==> src/rtl/bunchFbPkg.sv <==
package bunchFbPkg;
  // converter sample strobe divides the core clock by this ratio
  localparam int SAMPLE_DIV = 4;
  localparam int PHASE_W = $clog2(SAMPLE_DIV);

  typedef struct packed {
    logic clearAcc;  // restart the loop on a trigger
    logic capture;   // take the current converter samples
  } fbStb_t;
endpackage

==> src/rtl/bunchFbCtl.sv <==
module bunchFbCtl
  import bunchFbPkg::*;
#(
  parameter int PCW = 8,
  parameter int BCW = 6
) (
  input  logic           clk,
  input  logic           rstN,
  input  logic           trigIn,
  input  logic [PCW-1:0] cfgDelay,
  input  logic [PCW-1:0] cfgSpacing,
  input  logic [BCW-1:0] cfgBunches,
  output fbStb_t         stb,
  output logic           armed
);
  localparam int TW = PCW + BCW;
  localparam logic [PHASE_W-1:0] LAST_PHASE = PHASE_W'(SAMPLE_DIV - 1);

  logic [PHASE_W-1:0] phase;
  logic [TW-1:0]      periodCnt;
  logic [TW-1:0]      target;
  logic [BCW-1:0]     bunchCnt;
  logic               periodEnd;
  logic               hit;

  assign periodEnd = armed && (phase == LAST_PHASE);
  assign hit       = periodEnd && (periodCnt == target);

  always_comb begin
    stb.clearAcc = trigIn;
    stb.capture  = hit && !trigIn;
  end

  always_ff @(posedge clk) begin
    if (!rstN) begin
      armed     <= 1'b0;
      phase     <= '0;
      periodCnt <= '0;
      target    <= '0;
      bunchCnt  <= '0;
    end else if (trigIn) begin
      armed     <= 1'b1;
      phase     <= '0;
      periodCnt <= '0;
      target    <= TW'(cfgDelay);
      bunchCnt  <= '0;
    end else if (armed) begin
      phase <= phase + 1'b1;
      if (periodEnd) periodCnt <= periodCnt + 1'b1;
      if (hit) begin
        target   <= target + TW'(cfgSpacing);
        bunchCnt <= bunchCnt + 1'b1;
        if ((bunchCnt + 1'b1) == cfgBunches) armed <= 1'b0;
      end
    end
  end
endmodule

==> src/rtl/bunchFbRecipRom.sv <==
module bunchFbRecipRom #(
  parameter int DW   = 8,
  parameter int IDXW = 4,
  parameter int RECW = 10
) (
  input  logic            clk,
  input  logic [IDXW-1:0] idx,
  output logic [RECW-1:0] recipQ
);
  localparam int DEPTH  = 1 << IDXW;
  localparam int BUCKET = 1 << (DW - IDXW);
  localparam int HALF   = BUCKET / 2;
  localparam int NUM    = HALF << (RECW - 1);

  logic [RECW-1:0] tbl [DEPTH];

  // each entry is the reciprocal of its bucket's midpoint
  for (genvar i = 0; i < DEPTH; i++) begin : gEntry
    localparam int VAL = NUM / (i * BUCKET + HALF);
    assign tbl[i] = RECW'(VAL);
  end

  always_ff @(posedge clk) recipQ <= tbl[idx];
endmodule

==> src/rtl/bunchFbDatapath.sv <==
module bunchFbDatapath
  import bunchFbPkg::*;
#(
  parameter int DW      = 8,
  parameter int IDXW    = 4,
  parameter int RECW    = 10,
  parameter int NORM_SH = 8,
  parameter int NW      = 5,
  parameter int GW      = 12,
  parameter int OW      = 12
) (
  input  logic                 clk,
  input  logic                 rstN,
  input  fbStb_t               stb,
  input  logic signed [DW-1:0] diffIn,
  input  logic [DW-1:0]        sumIn,
  input  logic                 cfgBypassNorm,
  input  logic [DW-1:0]        cfgChargeThr,
  input  logic                 gainWrEn,
  input  logic [NW-1:0]        gainWrAddr,
  input  logic signed [GW-1:0] gainWrData,
  output logic signed [OW-1:0] dacOut
);
  localparam int PW     = DW + RECW + 1;
  localparam int AW     = OW + 1;
  localparam int GDEPTH = 1 << NW;
  localparam logic signed [PW-1:0] NMAX = PW'((1 <<< (NW - 1)) - 1);
  localparam logic signed [PW-1:0] NMIN = ~NMAX;
  localparam logic signed [AW-1:0] AMAX = AW'((1 <<< (OW - 1)) - 1);
  localparam logic signed [AW-1:0] AMIN = ~AMAX;

  // capture stage
  logic signed [DW-1:0] capDiff;
  logic [IDXW-1:0]      capSumHi;
  logic                 capVld, capSkip;

  always_ff @(posedge clk) begin
    if (!rstN || stb.clearAcc) begin
      capDiff  <= '0;
      capSumHi <= '0;
      capVld   <= 1'b0;
      capSkip  <= 1'b0;
    end else begin
      capVld <= stb.capture;
      if (stb.capture) begin
        capDiff  <= diffIn;
        capSumHi <= sumIn[DW-1 -: IDXW];
        capSkip  <= (sumIn < cfgChargeThr);
      end
    end
  end

  // normalisation: table read, multiply, scale and clamp (3 stages)
  logic [RECW-1:0]      recipQ;
  logic signed [DW-1:0] n1Diff;
  logic signed [PW-1:0] prodQ;
  logic signed [PW-1:0] prodShift;
  logic signed [NW-1:0] normQ;
  logic [2:0]           nVld, nSkip;

  bunchFbRecipRom #(.DW(DW), .IDXW(IDXW), .RECW(RECW)) uRecip (
    .clk(clk), .idx(capSumHi), .recipQ(recipQ)
  );

  assign prodShift = prodQ >>> NORM_SH;

  always_ff @(posedge clk) begin
    if (!rstN || stb.clearAcc) begin
      n1Diff <= '0;
      prodQ  <= '0;
      normQ  <= '0;
      nVld   <= '0;
      nSkip  <= '0;
    end else begin
      n1Diff <= capDiff;
      prodQ  <= $signed({{(PW-DW){n1Diff[DW-1]}}, n1Diff})
              * $signed({{(PW-RECW){1'b0}}, recipQ});
      if (prodShift > NMAX)      normQ <= NMAX[NW-1:0];
      else if (prodShift < NMIN) normQ <= NMIN[NW-1:0];
      else                       normQ <= prodShift[NW-1:0];
      nVld  <= {nVld[1:0], capVld};
      nSkip <= {nSkip[1:0], capSkip};
    end
  end

  // gain lookup and delay-loop accumulator
  logic signed [GW-1:0] gainTbl [GDEPTH];
  logic signed [GW-1:0] gainQ;
  logic [NW-1:0]        gIdx;
  logic                 gVld, gainVld;
  logic signed [AW-1:0] accSum;

  always_comb begin
    if (cfgBypassNorm) begin
      gIdx = capDiff[DW-1 -: NW];
      gVld = capVld && !capSkip;
    end else begin
      gIdx = normQ;
      gVld = nVld[2] && !nSkip[2];
    end
  end

  always_ff @(posedge clk) begin
    if (gainWrEn) gainTbl[gainWrAddr] <= gainWrData;
  end

  assign accSum = $signed({dacOut[OW-1], dacOut})
                + $signed({{(AW-GW){gainQ[GW-1]}}, gainQ});

  always_ff @(posedge clk) begin
    if (!rstN || stb.clearAcc) begin
      gainQ   <= '0;
      gainVld <= 1'b0;
      dacOut  <= '0;
    end else begin
      gainQ   <= gainTbl[gIdx];
      gainVld <= gVld;
      if (gainVld) begin
        if (accSum > AMAX)      dacOut <= AMAX[OW-1:0];
        else if (accSum < AMIN) dacOut <= AMIN[OW-1:0];
        else                    dacOut <= accSum[OW-1:0];
      end
    end
  end
endmodule

==> src/rtl/bunchFeedback.sv <==
module bunchFeedback
  import bunchFbPkg::*;
#(
  parameter int DW      = 8,
  parameter int IDXW    = 4,
  parameter int RECW    = 10,
  parameter int NORM_SH = 8,
  parameter int NW      = 5,
  parameter int GW      = 12,
  parameter int OW      = 12,
  parameter int PCW     = 8,
  parameter int BCW     = 6
) (
  input  logic                 clk,
  input  logic                 rstN,
  input  logic                 trigIn,
  input  logic signed [DW-1:0] diffIn,
  input  logic [DW-1:0]        sumIn,
  input  logic [PCW-1:0]       cfgDelay,
  input  logic [PCW-1:0]       cfgSpacing,
  input  logic [BCW-1:0]       cfgBunches,
  input  logic                 cfgBypassNorm,
  input  logic [DW-1:0]        cfgChargeThr,
  input  logic                 gainWrEn,
  input  logic [NW-1:0]        gainWrAddr,
  input  logic signed [GW-1:0] gainWrData,
  output logic signed [OW-1:0] dacOut,
  output logic                 armed
);
  fbStb_t stb;

  bunchFbCtl #(.PCW(PCW), .BCW(BCW)) uCtl (
    .clk(clk), .rstN(rstN), .trigIn(trigIn),
    .cfgDelay(cfgDelay), .cfgSpacing(cfgSpacing), .cfgBunches(cfgBunches),
    .stb(stb), .armed(armed)
  );

  bunchFbDatapath #(
    .DW(DW), .IDXW(IDXW), .RECW(RECW), .NORM_SH(NORM_SH),
    .NW(NW), .GW(GW), .OW(OW)
  ) uDp (
    .clk(clk), .rstN(rstN), .stb(stb),
    .diffIn(diffIn), .sumIn(sumIn),
    .cfgBypassNorm(cfgBypassNorm), .cfgChargeThr(cfgChargeThr),
    .gainWrEn(gainWrEn), .gainWrAddr(gainWrAddr), .gainWrData(gainWrData),
    .dacOut(dacOut)
  );
endmodule

==> config.mk <==
export PLATFORM = sky130hd
export DESIGN_NAME = bunchFeedback
export DESIGN_NICKNAME = d
export VERILOG_FILES = /design/src/rtl/bunchFbPkg.sv /design/src/rtl/bunchFbCtl.sv /design/src/rtl/bunchFbRecipRom.sv /design/src/rtl/bunchFbDatapath.sv /design/src/rtl/bunchFeedback.sv
export SDC_FILE = /design/constraint.sdc
export NUM_CORES = 1
export LEC_CHECK = 0
export ABC_CLOCK_PERIOD_IN_PS = 6600
export BUFFER_PORTS_ARGS = -buffer_cell sky130_fd_sc_hd__buf_4
export CAP_MARGIN = 10
export CORE_AREA = 2 2 194 196
export DETAILED_ROUTE_END_ITERATION = 10
export DIE_AREA = 0 0 196 198
export GPL_TIMING_DRIVEN = 0
export HOLD_SLACK_MARGIN = 0.03
export PLACE_DENSITY = 0.85
export SLEW_MARGIN = 5
export SYNTH_ARGS = -nofsm -noshare
export SYNTH_HDL_FRONTEND = slang
export SYNTH_SLANG_ARGS = --single-unit
==> constraint.sdc <==
create_clock -name clk -period 6.6 [get_ports clk]
set_clock_uncertainty 0.15 [all_clocks]
set_input_delay 0.66 -clock clk [delete_from_list [all_inputs] [get_ports clk]]
set_output_delay 0.66 -clock clk [all_outputs]
set_load 0.005 [all_outputs]
Yosys cells after proc, flatten, opt, wreduce, memory -nomap -nowiden
Memory sizes are Yosys's and may differ from the RTL's. A register that Yosys moved wholly into a read port is not among the register bits.
Index checks and enable logic that the tools add are counted.

storage, ports and cells
  bits of input ports = 68
  register bits = 102
  RAM bits = 384
  output and inout port bits = 13
  memories kept = 2
  logic and storage cells = 68
  memory bits (read-only) = 160

memory list
  name              words  bits a word  read ports  clocked after Yosys merged registers in  wr ports  RTL line               text
  uDp.gainTbl       32     12           1           1                                        1         bunchFbDatapath.sv:87  logic signed [GW-1:0] gainTbl [GDEPTH];
  (name not given)  16     10           1           1                                        0         bunchFbRecipRom.sv:23  always_ff @(posedge clk) recipQ <= tbl[idx];

cells by class
  magnitude comparators = 5
  mux-type cells = 15
  add/subtract/negate cells = 5
  equal/unequal tests = 3
  bitwise gates (word level) = 2
  reduce and logical (&&, ||, !) cells = 17
  multipliers = 1

operators by type and width
  kind                     count
  $mux W12                 2
  $mux W8                  3
  $mul A8 B11 Y19          1
  $add A14 B1 Y14 const B  1
  $add A14 B8 Y14          1
  $eq A14 B14 Y1           1
  $add A12 B12 Y13         1
  $gt A13 B12 Y1 const B   1
  $lt A13 B12 Y1 const B   1
  $gt A11 B5 Y1 const B    1
  $lt A11 B5 Y1 const B    1
  $mux W5                  2
  $lt A8 B8 Y1             1
  $mux W1                  7
  $add A6 B1 Y6 const B    1
  $eq A6 B6 Y1             1
  $reduce_and A2 Y1        3
  $logic_and A1 B1 Y1      5
  $not A4 Y5               1
  $logic_not A1 Y1         4
  $mux W4                  1
  $reduce_bool A2 Y1       2
  $reduce_or A2 Y1         2
  $add A2 B1 Y2 const B    1
  3 further kinds          3

Depth between registers and ports, before layout
  word-level depth = 6
  depth in mapped cells = 18

Modules after synthesis
From an unflattened synthesis, not the netlist that was laid out.

second synthesis, totals
  cells, all modules = 1,672
  area, all modules = 23,349.9 um2

modules (own cells, without submodules)
  module           area an instance (um2)  instances  cells an instance  sequential area each (um2)
  bunchFbDatapath  20,574.7                1          1,349              12,912.4
  bunchFbCtl       2,339.7                 1          279                740.7
  bunchFbRecipRom  435.4                   1          44                 180.2

Least setup slack after synthesis
OpenSTA, ideal clock, no wires.

  path type = register to register
  start point = register uDp.n1Diff[7]
  end point = register uDp.prodQ[18]
  setup slack = 1.851 ns
  data required time = 6.380 ns
  library setup time = 0.070 ns
  data arrival time = 4.528 ns
  stages on the path, launching flop included = 18
  cells stage by stage = dfxtp_1 > inv_1 > nor2_1 > fa_1 > inv_1 > fa_1 > inv_1 > fa_1 > inv_1 > fa_1 > inv_1 > ha_1 > or3_1 > o311ai_1 > a31o_2 > o21ai_0 > a2111oi_0 > o21bai_1

on the way
  word-level cells in the longest chain between the ends = 1

ends and longest elaborated chain
  what                    RTL line               text
  from (decl)             bunchFbDatapath.sv:55  logic signed [DW-1:0] n1Diff;
  from (signal assigned)  bunchFbDatapath.sv:75  n1Diff <= capDiff;
  $mul A8 B11 Y19         bunchFbDatapath.sv:77  * $signed({{(PW-RECW){1'b0}}, recipQ});
  to (signal assigned)    bunchFbDatapath.sv:76  prodQ <= $signed({{(PW-DW){n1Diff[DW-1]}}, n1Diff})
  to (decl)               bunchFbDatapath.sv:56  logic signed [PW-1:0] prodQ;

Every way passes these cells.
A chain may end at the register's enable or synchronous reset.

Final worst setup path
Same ends and word-level chain as after synthesis.

==> flow_summary.json <==
{
  "worst_pin_slew_ps": 1270,
  "syn_nets": 1791,
  "die_w_um": 196,
  "crit_path_end_kind": "flip-flop",
  "synth_common_cells": "edfxtp_1, nand2_1, nor2_1",
  "period_share_pct": 80.6,
  "power.switching_mw": 1.33,
  "p_seq_share_pct": 53.7,
  "synth.top_cell.area_share_pct": 51.1,
  "clk_pin_slew_ps": 60,
  "num_io_pins": 81,
  "numCtsBuffers": 49,
  "core_area_sq_um": 37000,
  "die_area_sq_um": 38800,
  "synth_area_sq_um": 22500,
  "hpwl_um": 34200,
  "cp-start-kind": "flip-flop",
  "ctsResizeCount": 0,
  "maxCapViolCount": 0,
  "p_sw_share_pct": 20.8,
  "crit_path_max_fanout": 7,
  "slowest_delay_ps": 550,
  "cts_buffer_depth": 3,
  "cpMostUsedCell": "fa_1",
  "path_cells": "inv_1 -> nor2_1 -> fa_1 -> fa_1 -> fa_1 -> inv_1 -> fa_1 -> inv_1 -> ha_1 -> or3_1 -> o311ai_1 -> a31o_2 -> o21ai_0 -> a2111oi_0 -> o21bai_1",
  "max_slew_margin_pct": 14.9,
  "cts_sinks": 499,
  "cts_setup_buffers": 0,
  "synth-edff-count": 384,
  "comb_power_share_pct": 3.0,
  "synth_area_leader_cell": "edfxtp_1",
  "cts-root-buf": "clkbuf_16",
  "place_congestion": 0.930,
  "wl_um": 52600,
  "arrival_ps": 5680,
  "grt_pass1_vias": 14100,
  "yosys-top-cells-area": "edfxtp_1, dfxtp_1, mux4_2",
  "tns_ps": 0,
  "yosysWarnings": 0,
  "maxSlewViolCount": 0,
  "area_delta_synth_final_pct": 12.4,
  "fin_ws_ps": 1280,
  "drc": 0,
  "antennaDiodeCount": 0,
  "viasPerCell": 6.25,
  "yosysMostFrequentCell": "edfxtp_1",
  "dr.pass1.iters": 6,
  "drt_iter0_drc": 1224,
  "max_freq_ghz": 0.188,
  "preCtsSetupSlack_ps": 1270,
  "synth_seq_cells": 499,
  "grt_pass1_wl_um": 80900,
  "syn_avg_cell_area_sq_um": 14.1,
  "status": "finished clean",
  "cp_data_required_time_ps": 6960,
  "total_power_mw": 6.39,
  "fin_util_pct": 68.6,
  "p_per_area_nw_per_um2": 252,
  "ys_types": 56,
  "ys_async_sr_fraction_pct": 0,
  "cts_tree": "yes",
  "vias": 14000,
  "hold_viol_final": 0,
  "clkPwrFrac_pct": 43.3,
  "synth_ff_type": "edfxtp_1",
  "ir_worst_vdd_v": 0.000325,
  "port_buffers": 79,
  "synthCells": 1596,
  "grt_max_degree": 33,
  "rsz0062_at_grt": "no",
  "antenna_found_initial": 0,
  "ant_nets": 0,
  "p_int_mw": 5.06,
  "start_util_pct": 61.0,
  "htree_levels": 2,
  "hold_path.class": "in2reg",
  "power.leakage_nw": 9.51,
  "ys_seq_area_share_pct": 61.4,
  "hold_buffers": 0,
  "die_h_um": 198,
  "crit_slowest_cell": "fa_1",
  "clock_latency_ps": 590,
  "criticalPathCategory": "reg2reg",
  "fillers": 2385,
  "finalCriticalPeriod_ps": 5320,
  "finalSetupViolCount": 0,
  "drive_above_1_share_pct": 15.6,
  "grt_usage_pct": 27.7,
  "wl_per_cell_um": 23.5,
  "num-nets-final": 1922,
  "fp-row-count": 71,
  "overflow": 0
}
==> metal layers <==
metal / share of wire (%) / GRT usage (%) / vias to the layer above
li1: - / - / 6155
met1: 37 / 35.8 / 6874
met2: 50 / 47.6 / 828
met3: 9.3 / 5.23 / 160
met4: 3.7 / 9.65 / 0
met5: 0 / 0 / -
==> layout by cell type (no fill, tap or decap), types with 12 or more instances in the layout <==
master     count
edfxtp_1     384
nand2_1      186
nor2_1       121
dfxtp_1      115
mux4_2        96
buf_4         87
ha_1          85
inv_1         79
and2_1        58
clkbuf_1      49
clkbuf_16     49
a21oi_1       44
fa_1          42
nand3_1       41
o21ai_0       32
xnor2_1       32
xor2_1        32
a31oi_1       24
and3_1        21
a311oi_1      13
clkinv_1      13
buf_2         12
==> path summary, 6_finish.rpt <==
kind                       from        endpoint  slack (ps)  cells past startpoint
setup / recovery  uDp.n1Diff[7]   uDp.prodQ[18]        1280                     15
hold / removal      cfgDelay[0]  uCtl.target[0]         170                      2
setup reg to reg  uDp.n1Diff[7]   uDp.prodQ[18]        1280                     15
hold reg to reg     uDp.nVld[1]     uDp.nVld[2]         270                      1
==> final cells by class <==
cell class | count | area (sq um) | area share (%)
clock buffers | 59 | 1260 | 4.99
repair buffers | 80 | 601 | 2.37
inverters | 79 | 297 | 1.17
plain buffers | 60 | 267 | 1.05
flip-flops and latches | 499 | 13800 | 54.6
multi-input cells | 958 | 8150 | 32.2
clock inverters | 33 | 333 | 1.31
well taps | 474 | 593 | 2.34
==> metrics by stage <==
stage | instance area [sq um] | hold WS [ps] | std cells
final | 25300 | 169 | 2242
after global placement | 23700 | 261 | 2149
after floorplan | 22500 | 256 | 1596
after detailed placement | 23700 | 266 | 2149
after global routing | 25300 | 161 | 2242
after CTS | 25300 | 154 | 2241
==> cell families (layout without fill, tap and decap cells) <==
family	after synthesis	count (layout)	synth area share, %
mux	107	107	10.1
xor+xnor	64	64	2.49
fa+ha+maj	127	127	8.45
compound gates	168	168	4.98
simple gates	492	492	10.1
buf+inv	139	311	2.50
flops	499	499	61.4
==> power by group through the flow <==
stage               Combinational [mW]  Sequential (mW)  Clock, mW
floorplan                       0.0851             3.49          0
global placement                 0.178             3.49          0
global route                     0.207             3.43       2.91
detailed placement               0.187             3.49          0
finish                           0.191             3.43       2.77
CTS                              0.189             3.43       2.78
==> worst max-delay path: cells and delay by family, from the launching register on <==
| kind | cells | cell delay, ps |
|---|---|---|
| AOI/OAI and AO/OA | 5 | 1480 |
| adders and majority gates | 5 | 2310 |
| buffers and inverters | 3 | 300 |
| DFF | 1 | 430 |
| and+or+nand+nor | 2 | 590 |
==> state kept, by name (all words and copies together), names as in the netlist, 4 cells and up <==
signal	flops
uDp.prodQ	11
uDp.dacOut	12
uDp.uRecip.recipQ	9
uCtl.periodCnt	14
uDp.capDiff	8
uDp.n1Diff	8
uDp.normQ	5
uDp.gainTbl	384
uDp.gainQ	12
uCtl.target	14
uCtl.bunchCnt	6
uDp.capSumHi	4
No activity file was read; power rests on OpenSTA's default activity.
